File: src/rtl/dmaeot_pkg.sv
package dmaeot_pkg;
    localparam logic [7:0] OPC_CFG_WR = 8'hF0;
    localparam logic [7:0] OPC_CFG_RD = 8'hF1;
    localparam int CFG_W   = 16;
    localparam int EP_W    = 4;
    localparam int BURST_W = 2;
    // bit positions inside the configuration word
    localparam int B_CNTEOT = 15;
    localparam int B_SHORT  = 14;
    localparam int B_EP_LSB = 4;
    localparam int B_EN     = 3;
    localparam int B_AUTO   = 2;
    typedef enum logic [2:0] {
        ST_IDLE,
        ST_WR_LO,
        ST_WR_HI,
        ST_RD_LO,
        ST_RD_HI
    } cmd_state_e;
endpackage

File: src/rtl/dmaeot_cmd_seq.sv
module dmaeot_cmd_seq
    import dmaeot_pkg::*;
(
    input  logic             clk,
    input  logic             rst_n,
    input  logic             cmd_stb,
    input  logic [7:0]       cmd_code,
    input  logic             data_stb,
    input  logic [7:0]       data_in,
    input  logic [CFG_W-1:0] cfg_word,
    output logic [7:0]       rd_data,
    output logic             commit,
    output logic [CFG_W-1:0] commit_word
);
    cmd_state_e state_q, state_d;
    logic [7:0] lo_hold_q;

    // state register and low-byte holding register
    always_ff @(posedge clk or negedge rst_n) begin
        if (!rst_n) begin
            state_q   <= ST_IDLE;
            lo_hold_q <= '0;
        end else begin
            state_q <= state_d;
            if (!cmd_stb && data_stb && state_q == ST_WR_LO)
                lo_hold_q <= data_in;
        end
    end

    // next-state logic
    always_comb begin
        state_d = state_q;
        if (cmd_stb) begin
            if (cmd_code == OPC_CFG_WR)      state_d = ST_WR_LO;
            else if (cmd_code == OPC_CFG_RD) state_d = ST_RD_LO;
            else                             state_d = ST_IDLE;
        end else if (data_stb) begin
            unique case (state_q)
                ST_IDLE:  state_d = ST_IDLE;
                ST_WR_LO: state_d = ST_WR_HI;
                ST_WR_HI: state_d = ST_IDLE;
                ST_RD_LO: state_d = ST_RD_HI;
                ST_RD_HI: state_d = ST_IDLE;
                default:  state_d = ST_IDLE;
            endcase
        end
    end

    // outputs decoded from the current state
    always_comb begin
        rd_data = '0;
        commit  = 1'b0;
        unique case (state_q)
            ST_RD_LO: rd_data = cfg_word[7:0];
            ST_RD_HI: rd_data = cfg_word[15:8];
            ST_WR_HI: commit  = data_stb && !cmd_stb;
            default:  rd_data = '0;
        endcase
    end

    assign commit_word = {data_in, lo_hold_q};
endmodule

File: src/rtl/dmaeot_counter.sv
module dmaeot_counter #(
    parameter int CNT_W = 16
) (
    input  logic             clk,
    input  logic             rst_n,
    input  logic             load,
    input  logic [CNT_W-1:0] load_val,
    input  logic             restart,
    input  logic             dec_en,
    output logic [CNT_W-1:0] cnt
);
    logic [CNT_W-1:0] reload_q;

    always_ff @(posedge clk or negedge rst_n) begin
        if (!rst_n) begin
            cnt      <= '0;
            reload_q <= '0;
        end else if (load) begin
            cnt      <= load_val;
            reload_q <= load_val;
        end else if (restart) begin
            cnt <= reload_q;
        end else if (dec_en && cnt != '0) begin
            cnt <= cnt - CNT_W'(1);
        end
    end
endmodule

File: src/rtl/dmaeot_end_detect.sv
module dmaeot_end_detect #(
    parameter int CNT_W = 16,
    parameter int LEN_W = 11
) (
    input  logic             dma_en,
    input  logic             cnt_eot_en,
    input  logic             short_en,
    input  logic             cnt_load,
    input  logic             xfer_stb,
    input  logic [CNT_W-1:0] cnt,
    input  logic             pkt_end,
    input  logic             pkt_in,
    input  logic [LEN_W-1:0] pkt_len,
    input  logic [LEN_W-1:0] pkt_max,
    output logic             eot_now,
    output logic             zlp_now
);
    logic last_byte;
    logic short_out;
    logic full_in;

    always_comb begin
        last_byte = dma_en && xfer_stb && !cnt_load && (cnt == CNT_W'(1));
        short_out = short_en && dma_en && pkt_end && !pkt_in && (pkt_len < pkt_max);
        full_in   = short_en && dma_en && pkt_end && pkt_in && (pkt_len == pkt_max);
        eot_now   = (cnt_eot_en && last_byte) || short_out;
        zlp_now   = full_in && (cnt == '0);
    end
endmodule

File: src/rtl/dma_eot_ctrl.sv
module dma_eot_ctrl
    import dmaeot_pkg::*;
#(
    parameter int CNT_W = 16,
    parameter int LEN_W = 11
) (
    input  logic             clk,
    input  logic             rst_n,
    input  logic             cmd_stb,
    input  logic [7:0]       cmd_code,
    input  logic             data_stb,
    input  logic [7:0]       data_in,
    output logic [7:0]       rd_data,
    input  logic             bus_reset,
    input  logic             cnt_load,
    input  logic [CNT_W-1:0] cnt_load_val,
    input  logic             xfer_stb,
    input  logic             pkt_end,
    input  logic             pkt_in,
    input  logic [LEN_W-1:0] pkt_len,
    input  logic [LEN_W-1:0] pkt_max,
    output logic             dma_en,
    output logic [3:0]       ep_index,
    output logic [1:0]       burst_code,
    output logic             eot_pulse,
    output logic             zlp_req
);
    logic               cfg_cnteot_q, cfg_short_q, cfg_en_q, cfg_auto_q;
    logic [EP_W-1:0]    cfg_ep_q;
    logic [BURST_W-1:0] cfg_burst_q;
    logic [CFG_W-1:0]   cfg_word, commit_word;
    logic               commit, eot_now, zlp_now;
    logic [CNT_W-1:0]   cnt_q;

    assign cfg_word = {cfg_cnteot_q, cfg_short_q, 6'b0, cfg_ep_q, cfg_en_q, cfg_auto_q, cfg_burst_q};

    dmaeot_cmd_seq u_seq (
        .clk(clk), .rst_n(rst_n), .cmd_stb(cmd_stb), .cmd_code(cmd_code),
        .data_stb(data_stb), .data_in(data_in), .cfg_word(cfg_word),
        .rd_data(rd_data), .commit(commit), .commit_word(commit_word)
    );

    dmaeot_counter #(.CNT_W(CNT_W)) u_cnt (
        .clk(clk), .rst_n(rst_n), .load(cnt_load), .load_val(cnt_load_val),
        .restart(eot_now && cfg_auto_q), .dec_en(cfg_en_q && xfer_stb), .cnt(cnt_q)
    );

    dmaeot_end_detect #(.CNT_W(CNT_W), .LEN_W(LEN_W)) u_end (
        .dma_en(cfg_en_q), .cnt_eot_en(cfg_cnteot_q), .short_en(cfg_short_q),
        .cnt_load(cnt_load), .xfer_stb(xfer_stb), .cnt(cnt_q),
        .pkt_end(pkt_end), .pkt_in(pkt_in), .pkt_len(pkt_len), .pkt_max(pkt_max),
        .eot_now(eot_now), .zlp_now(zlp_now)
    );

    // configuration fields untouched by bus reset
    always_ff @(posedge clk or negedge rst_n) begin
        if (!rst_n) begin
            cfg_cnteot_q <= 1'b0;
            cfg_short_q  <= 1'b0;
            cfg_ep_q     <= '0;
            cfg_burst_q  <= '0;
        end else if (commit) begin
            cfg_cnteot_q <= commit_word[B_CNTEOT];
            cfg_short_q  <= commit_word[B_SHORT];
            cfg_ep_q     <= commit_word[B_EP_LSB +: EP_W];
            cfg_burst_q  <= commit_word[BURST_W-1:0];
        end
    end

    // enable and auto-restart: bus reset > write > end of transfer
    always_ff @(posedge clk or negedge rst_n) begin
        if (!rst_n) begin
            cfg_en_q   <= 1'b0;
            cfg_auto_q <= 1'b0;
        end else if (bus_reset) begin
            cfg_en_q   <= 1'b0;
            cfg_auto_q <= 1'b0;
        end else if (commit) begin
            cfg_en_q   <= commit_word[B_EN];
            cfg_auto_q <= commit_word[B_AUTO];
        end else if (eot_now && !cfg_auto_q) begin
            cfg_en_q <= 1'b0;
        end
    end

    always_ff @(posedge clk or negedge rst_n) begin
        if (!rst_n) begin
            eot_pulse <= 1'b0;
            zlp_req   <= 1'b0;
        end else begin
            eot_pulse <= eot_now;
            zlp_req   <= zlp_now;
        end
    end

    assign dma_en     = cfg_en_q;
    assign ep_index   = cfg_ep_q;
    assign burst_code = cfg_burst_q;
endmodule

File: config.mk
export PLATFORM = sky130hd
export DESIGN_NAME = dma_eot_ctrl
export DESIGN_NICKNAME = d
export VERILOG_FILES = /design/src/rtl/dmaeot_pkg.sv /design/src/rtl/dmaeot_cmd_seq.sv /design/src/rtl/dmaeot_counter.sv /design/src/rtl/dmaeot_end_detect.sv /design/src/rtl/dma_eot_ctrl.sv
export SDC_FILE = /design/constraint.sdc
export NUM_CORES = 1
export LEC_CHECK = 0
export BUFFER_PORTS_ARGS = -buffer_cell sky130_fd_sc_hd__buf_2
export CAP_MARGIN = 20
export CORE_MARGIN = 4
export CORE_UTILIZATION = 51
export CTS_CLUSTER_DIAMETER = 80
export DETAILED_ROUTE_END_ITERATION = 16
export PLACE_DENSITY = 0.83
export SYNTH_ARGS = -nofsm -noshare
export SYNTH_HDL_FRONTEND = slang
export SYNTH_SLANG_ARGS = --single-unit
File: constraint.sdc
create_clock -name clk -period 5.4 [get_ports clk]
set_clock_uncertainty 0.1 [all_clocks]
set_input_delay 1.08 -clock clk [delete_from_list [all_inputs] [get_ports clk]]
set_output_delay 1.08 -clock clk [all_outputs]
set_load 0.03 [all_outputs]
==> results of run 1 <==
[per-stage QoR]
stage	cells	power, uW
after global routing	498	966.6
after global placement	488	645.9
after detailed placement	488	652.0
after floorplan	342	588.1
final	498	924.9
after CTS	496	923.0
[state kept, by name, summed over array words and instances, names as in the netlist]
| name | flops |
|---|---|
| cfg_short_q | 1 |
| u_seq.lo_hold_q | 8 |
| burst_code | 2 |
| ep_index | 4 |
| u_cnt.reload_q | 16 |
| cfg_auto_q | 1 |
| dma_en | 1 |
| zlp_req | 1 |
| eot_pulse | 1 |
| u_seq.state_q | 3 |
| cfg_cnteot_q | 1 |
| u_cnt.cnt | 16 |
[synthesized netlist by cell type (2+ instances only)]
| cell type | n |
|---|---|
| dfrtp_1 | 55 |
| nor2_1 | 31 |
| inv_1 | 30 |
| nand2_1 | 25 |
| mux2_2 | 20 |
| o21ai_0 | 20 |
| ha_1 | 14 |
| a21oi_1 | 12 |
| and2_1 | 8 |
| clkbuf_1 | 7 |
| nand3_1 | 7 |
| a31oi_1 | 6 |
| nor4_1 | 6 |
| a211oi_1 | 5 |
| nand3b_1 | 5 |
| nand4_1 | 5 |
| a221oi_1 | 4 |
| a22o_1 | 4 |
| mux2i_1 | 4 |
| or4_4 | 4 |
| a221o_1 | 3 |
| a22oi_1 | 3 |
| nor3_1 | 3 |
| o211ai_1 | 3 |
| o31ai_1 | 3 |
| xnor2_1 | 3 |
| xor2_1 | 3 |
| a21boi_0 | 2 |
| a21o_1 | 2 |
| a31o_2 | 2 |
| a41o_1 | 2 |
| and4_1 | 2 |
| buf_4 | 2 |
| buf_6 | 2 |
| nand2b_1 | 2 |
| nor3b_1 | 2 |
| o21a_1 | 2 |
| or3_1 | 2 |
[layout make-up]
cell class	count	area [sq um]	area share (%)
multi-input combinational	246	1789	45.82
sequential	55	1376	35.25
timing repair buffer	82	417.9	10.70
inverter	30	112.6	2.884
tap	77	96.34	2.467
clock buffer	5	68.82	1.762
clock inverter	3	43.79	1.121
[power breakdown]
group | switching (uW) | internal, uW | total (uW)
clock | 136 | 138 | 274
sequential | 36.2 | 443 | 479
combinational | 92.0 | 79.7 | 172
[routing by layer]
metal / vias up / wire (um)
li1: 1417 / -
met1: 1417 / 3716
met2: 125 / 4120
met3: 19 / 575
met4: 0 / 145
met5: - / 0
[worst max-delay path by stage]
| stage | startpoint | end | slack, ps | depth (start not counted) |
|---|---|---|---|---|
| floorplan | pkt_max[6] | u_cnt.cnt[4]$_DFFE_PN0P_ | 2300 | 8 |
| detailed placement | pkt_len[4] | u_cnt.cnt[4]$_DFFE_PN0P_ | 1810 | 8 |
| CTS | pkt_len[4] | u_cnt.cnt[4]$_DFFE_PN0P_ | 2130 | 8 |
| global route | pkt_len[4] | u_cnt.cnt[4]$_DFFE_PN0P_ | 1970 | 8 |
| finish | pkt_len[4] | u_cnt.cnt[4]$_DFFE_PN0P_ | 2120 | 8 |
| global placement | pkt_len[6] | u_cnt.cnt[4]$_DFFE_PN0P_ | 1840 | 8 |
[cells in the final DEF (no fill, tap or decap), types with 3 or more instances in the layout]
master and instances:
ha_1 14, a221o_1 3, or4_4 4, nor4_1 6
nand3b_1 5, a21oi_1 12, nor3_1 3, buf_2 79
and2_1 8, buf_4 3, xor2_1 3, o21ai_0 20
mux2i_1 4, dfrtp_1 55, nand4_1 5, clkbuf_8 5
a22oi_1 3, a211oi_1 5, inv_1 30, o31ai_1 3
o211ai_1 3, xnor2_1 3, nor2_1 31, mux2_2 20
a31oi_1 6, a221oi_1 4, a22o_1 4, nand2_1 25
nand3_1 7
[cells by family after synthesis]
family / Yosys count / synth area share (%)
multiplexers: 24 / 7.952
flip-flops: 55 / 41.26
AO/OA/AOI/OAI: 88 / 19.51
buffers and inverters: 41 / 5.289
XOR/XNOR: 6 / 1.576
AND/OR/NAND/NOR: 114 / 19.17
adder cells (fa/ha/maj): 14 / 5.251
==> metrics.txt, run 1 <==
Worst Hold Launch=u_seq.lo_hold_q[7]$_DFFE_PN0P_; maximum VDD drop=0.1542 mV; vias in the first global route=2,900; largest net degree at the start of global routing=56; n_diodes=0; distinct cell type count after synthesis=65; final core occ=61.50%; setup slack after layout=2118 ps; Final Hold Violating Endpoints=0; Slew @ Worst Pin=934.9 ps; Slew Limit Fails=0; Initial Utilization=52.53%; status=finished, final reports clean; Synth Flop Type=dfrtp_1; CP Data Required Time=5490 ps; Max Buffers Root-to-Sink=2; Die ar.=7899 sq um; Hold Crit Class=reg2reg; number of flops mapped to enable cells by yosys=0; DRC Markers=0; pre-CTS WS=1807 ps; Post-Syn Area=3336 sq um; fin crit share=60.77%; hold slack=414.1 ps; antenna violations before repair=0; routed vias=2,978; Rows=29; PortBufs=79; Synth top area share=41.26%; Leakage=0.001916 uW; CP max stage delay=710 ps; Slew headroom=37.67%; WP data arrival=3370 ps; fmax=304.7 MHz; Crit path max-delay family=compound AO/OA/AOI/OAI gates; CTS buffer count=5; sequential area share after synthesis=41.26%; unrepaired setup endpoints after global routing=no; total core area=6350 sq um; DP Area=3777 sq um; Hold Path End=u_seq.lo_hold_q[7]$_DFFE_PN0P_; cell taking the most area after synthesis=dfrtp_1; Buf/Inv on CP=1; All-Layer GR Usage=21.93%; DR iter-0 viols=293; gr ovfl total=0; die width=88.88 um; Die H=88.88 um; Post-Syn Instances=342; critical path, cell by cell=buf_2 -> ha_1 -> a21oi_1 -> o21ai_0 -> a2111oi_2 -> nor2_1 -> a31o_1 -> o32a_2; FILL cells=517; M2 GR Usage=37.31%; fraction of registers with async set/reset=100.0%; routed len/inst=17.18 um; setup bufs post-CTS=0; design area=3905 sq um; mean number of vias per cell=5.980; first-pass GRT wire length=13,800 um; Reg2Reg Capture Point=u_cnt.cnt[10]$_DFFE_PN0P_; # IOs=80; CTS tree=yes; final setup fails=0; Register-to-Register Path Depth=7; clk slew on worst S/H paths=100 ps; Avg Cell Area, Syn=9.754 sq um; GPL Wtd Cong=0.9915; H-tree lvl count=2; crit path max fanout=5; Antenna Nets Post-Route=0; hold buffer count at cts=0; hpwl dp=6331 um; post-synth net total=419; crit path launch type=primary input; # nets final=497; shortest period the worst path allows=3282 ps; max cap viols=0; Setup TNS Final=0 ps; Worst Setup End Kind=flop; top cells by area, synth=dfrtp_1 41%, mux2_2 6.8%, ha_1 5.3%, nor2_1 3.5%, inv_1 3.4%; Crit Path Class=in2reg; power density over cell area=236.9 nW/um^2; Synth warnings=0; Hold Crit Depth=1; final wirelength=8557 um; R2R Path Start=u_cnt.cnt[0]$_DFFE_PN0P_; Clock Latency Late Sink=310 ps; P&R area growth vs syn=17.07%; TritonRoute pass-1 iters=7; worst reg-to-reg setup slack=2640 ps; CTS Sinks=55; PostCTS Resize Cnt=0; clock root cell=clkbuf_8; Global Route met1 Usage=29.57%; GR Util met3=3.352%; synthesized flop and latch total=55; share of cells above drive strength 1=31.12%; Crit-path slowest cell=a2111oi_2; grt peak-use layer=met2
Power figures use the tool's default switching activity.
==> run 2: changes to the inputs <==
Settings changed: CORE_UTILIZATION 51 to 49.
Clock period 5.4 ns to 2.9 ns, I/O delays scaled along.
==> run 2 against run 1 <==
Net effect: die area is 3.7% higher; sequential power is 83% higher; sequential share of layout area is 1.1 points lower; utilization is 0.55 points higher; total power is 89% higher; setup slack worse by 1900 ps; critical path depth stayed put; count of clock-buffer cells in the layout stayed put; design area is 3.2% higher; wire length is 1.8% lower; global-route usage is 0.47 points lower; largest power group unchanged.
==> metrics.txt, run 2 (synthesized netlist as in run 1, its figures left out) <==
pre-CTS WS=-27.11 ps (was 1807 ps); gr ovfl total=0 (unchanged); total core area=6495 sq um (was 6350 sq um); setup slack after layout=193.8 ps (was 2118 ps); vias in the first global route=3,095 (was 2,900); Rows=29 (unchanged); power density over cell area=433.2 nW/um^2 (was 236.9 nW/um^2); fin crit share=93.32%; Max Buffers Root-to-Sink=2 (unchanged); PortBufs=79 (unchanged); PostCTS Resize Cnt=0 (unchanged); status=finished, final reports clean (unchanged); Reg2Reg Capture Point=u_cnt.cnt[10]$_DFFE_PN0P_ (unchanged); DRC Markers=0 (unchanged); DR iter-0 viols=263 (was 293); setup bufs post-CTS=0 (unchanged); R2R Path Start=u_cnt.cnt[1]$_DFFE_PN0P_ (was u_cnt.cnt[0]$_DFFE_PN0P_); crit path launch type=flop (was primary input); DP Area=3918 sq um (was 3777 sq um); Antenna Nets Post-Route=0 (unchanged); # IOs=80 (unchanged); Crit Path Class=reg2reg (was in2reg); routed vias=3,000 (was 2,978); Worst Setup End Kind=flop (unchanged); clk slew on worst S/H paths=110 ps (was 100 ps); CTS buffer count=5 (unchanged); clock root cell=clkbuf_8 (unchanged); unrepaired setup endpoints after global routing=no (unchanged); Setup TNS Final=0 ps (unchanged); # nets final=512 (was 497); final wirelength=8403 um (was 8557 um); largest net degree at the start of global routing=42 (was 56); routed len/inst=16.38 um (was 17.18 um); Slew Limit Fails=0 (unchanged); antenna violations before repair=0 (unchanged); CTS Sinks=55 (unchanged); fmax=369.5 MHz; GPL Wtd Cong=0.9287 (was 0.9915); Hold Crit Class=in2async (was reg2reg); Slew @ Worst Pin=880.1 ps (was 934.9 ps); most common cell after layout, fill and taps aside=buf_2 (unchanged); All-Layer GR Usage=21.47% (was 21.93%); Final Hold Violating Endpoints=0 (unchanged); mean number of vias per cell=5.848 (was 5.980); Clock Latency Late Sink=320 ps (was 310 ps); commonest cells after routing, fill and taps aside=79 x buf_2, 55 x dfrtp_1, 31 x nor2_1, 30 x inv_1, 25 x nand2_1 (unchanged); share of cells above drive strength 1=33.49% (was 31.12%); WP data arrival=2810 ps (was 3370 ps); Die H=90.51 um (was 88.88 um); CP Data Required Time=3010 ps (was 5490 ps); Die ar.=8191 sq um (was 7899 sq um); first-pass GRT wire length=14,660 um (was 13,800 um); maximum VDD drop=0.1951 mV (was 0.1542 mV); H-tree lvl count=2 (unchanged); final setup fails=0 (unchanged); hpwl dp=6614 um (was 6331 um); crit path max fanout=9 (was 5); Register-to-Register Path Depth=8 (was 7); design area=4030 sq um (was 3905 sq um); P&R area growth vs syn=20.82% (was 17.07%); hold slack=266.9 ps (was 414.1 ps); TritonRoute pass-1 iters=4 (was 7); max cap viols=0 (unchanged); die width=90.51 um (was 88.88 um); Slew headroom=41.33% (was 37.67%); largest registers in the final layout=u_cnt.cnt x16, u_cnt.reload_q x16, u_seq.lo_hold_q x8 (unchanged); Initial Utilization=51.36% (was 52.53%); Leakage=0.001995 uW (was 0.001916 uW); shortest period the worst path allows=2706 ps; hold buffer count at cts=0 (unchanged); worst reg-to-reg setup slack=190 ps (was 2640 ps); n_diodes=0 (unchanged); CTS tree=yes (unchanged)
-- run 2: cell count changes in the layout (fill, tap and decap cells not counted), sizes merged --
| cell | change |
|---|---|
| buf | +15 |
-- run 2: stage by stage --
stage	utilization (%)	cells	power, uW
final	62.05	513	1746
after global placement	60.32	505	1227
after detailed placement	60.32	505	1240
after global routing	62.05	513	1836
after floorplan	-	342	1095
after CTS	62.05	513	1751
-- run 2: layer usage --
metal | vias to the layer above | share of wire, % | global-route usage, %
met5 | - | 0 | 0
met4 | 0 | 1.7 | 7.015
met3 | 15 | 6.3 | 3.750
met2 | 119 | 49 | 35.70
met1 | 1424 | 43 | 28.30
li1 | 1442 | - | -
-- run 2: worst max-delay path by stage --
stage	from	slack, ps	to	depth (start not counted)
after CTS	u_cnt.cnt[1]$_DFFE_PN0P_	230	u_cnt.cnt[10]$_DFFE_PN0P_	8
after global routing	u_cnt.cnt[1]$_DFFE_PN0P_	100	u_cnt.cnt[10]$_DFFE_PN0P_	8
final	u_cnt.cnt[1]$_DFFE_PN0P_	190	u_cnt.cnt[10]$_DFFE_PN0P_	8
after global placement	pkt_len[6]	40	u_cnt.cnt[10]$_DFFE_PN0P_	8
after detailed placement	pkt_len[6]	-30	u_cnt.cnt[10]$_DFFE_PN0P_	8
after floorplan	pkt_max[6]	300	u_cnt.cnt[4]$_DFFE_PN0P_	8
-- run 2: cell type report --
type                       count  area (sq um)
clock buffer                   5         68.82
clock inverter                 3         43.79
fill                         529          2465
inverter                      30         112.6
multi-input combinational    246          1789
sequential                    55          1376
tap                           77         96.34
timing repair buffer          97         543.0
-- run 2: report_power, final --
part / internal, uW / switching, uW
clock network: 258 / 257
registers: 825 / 53.0
logic: 168 / 186
-- run 2: worst max-delay path: stages, from the launching register on --
cell	delay, ps
dfrtp_1	410
inv_1	130
ha_1	230
or3b_2	460
or4_4	440
a21oi_4	260
o211ai_4	150
buf_12	160
o221a_2	260
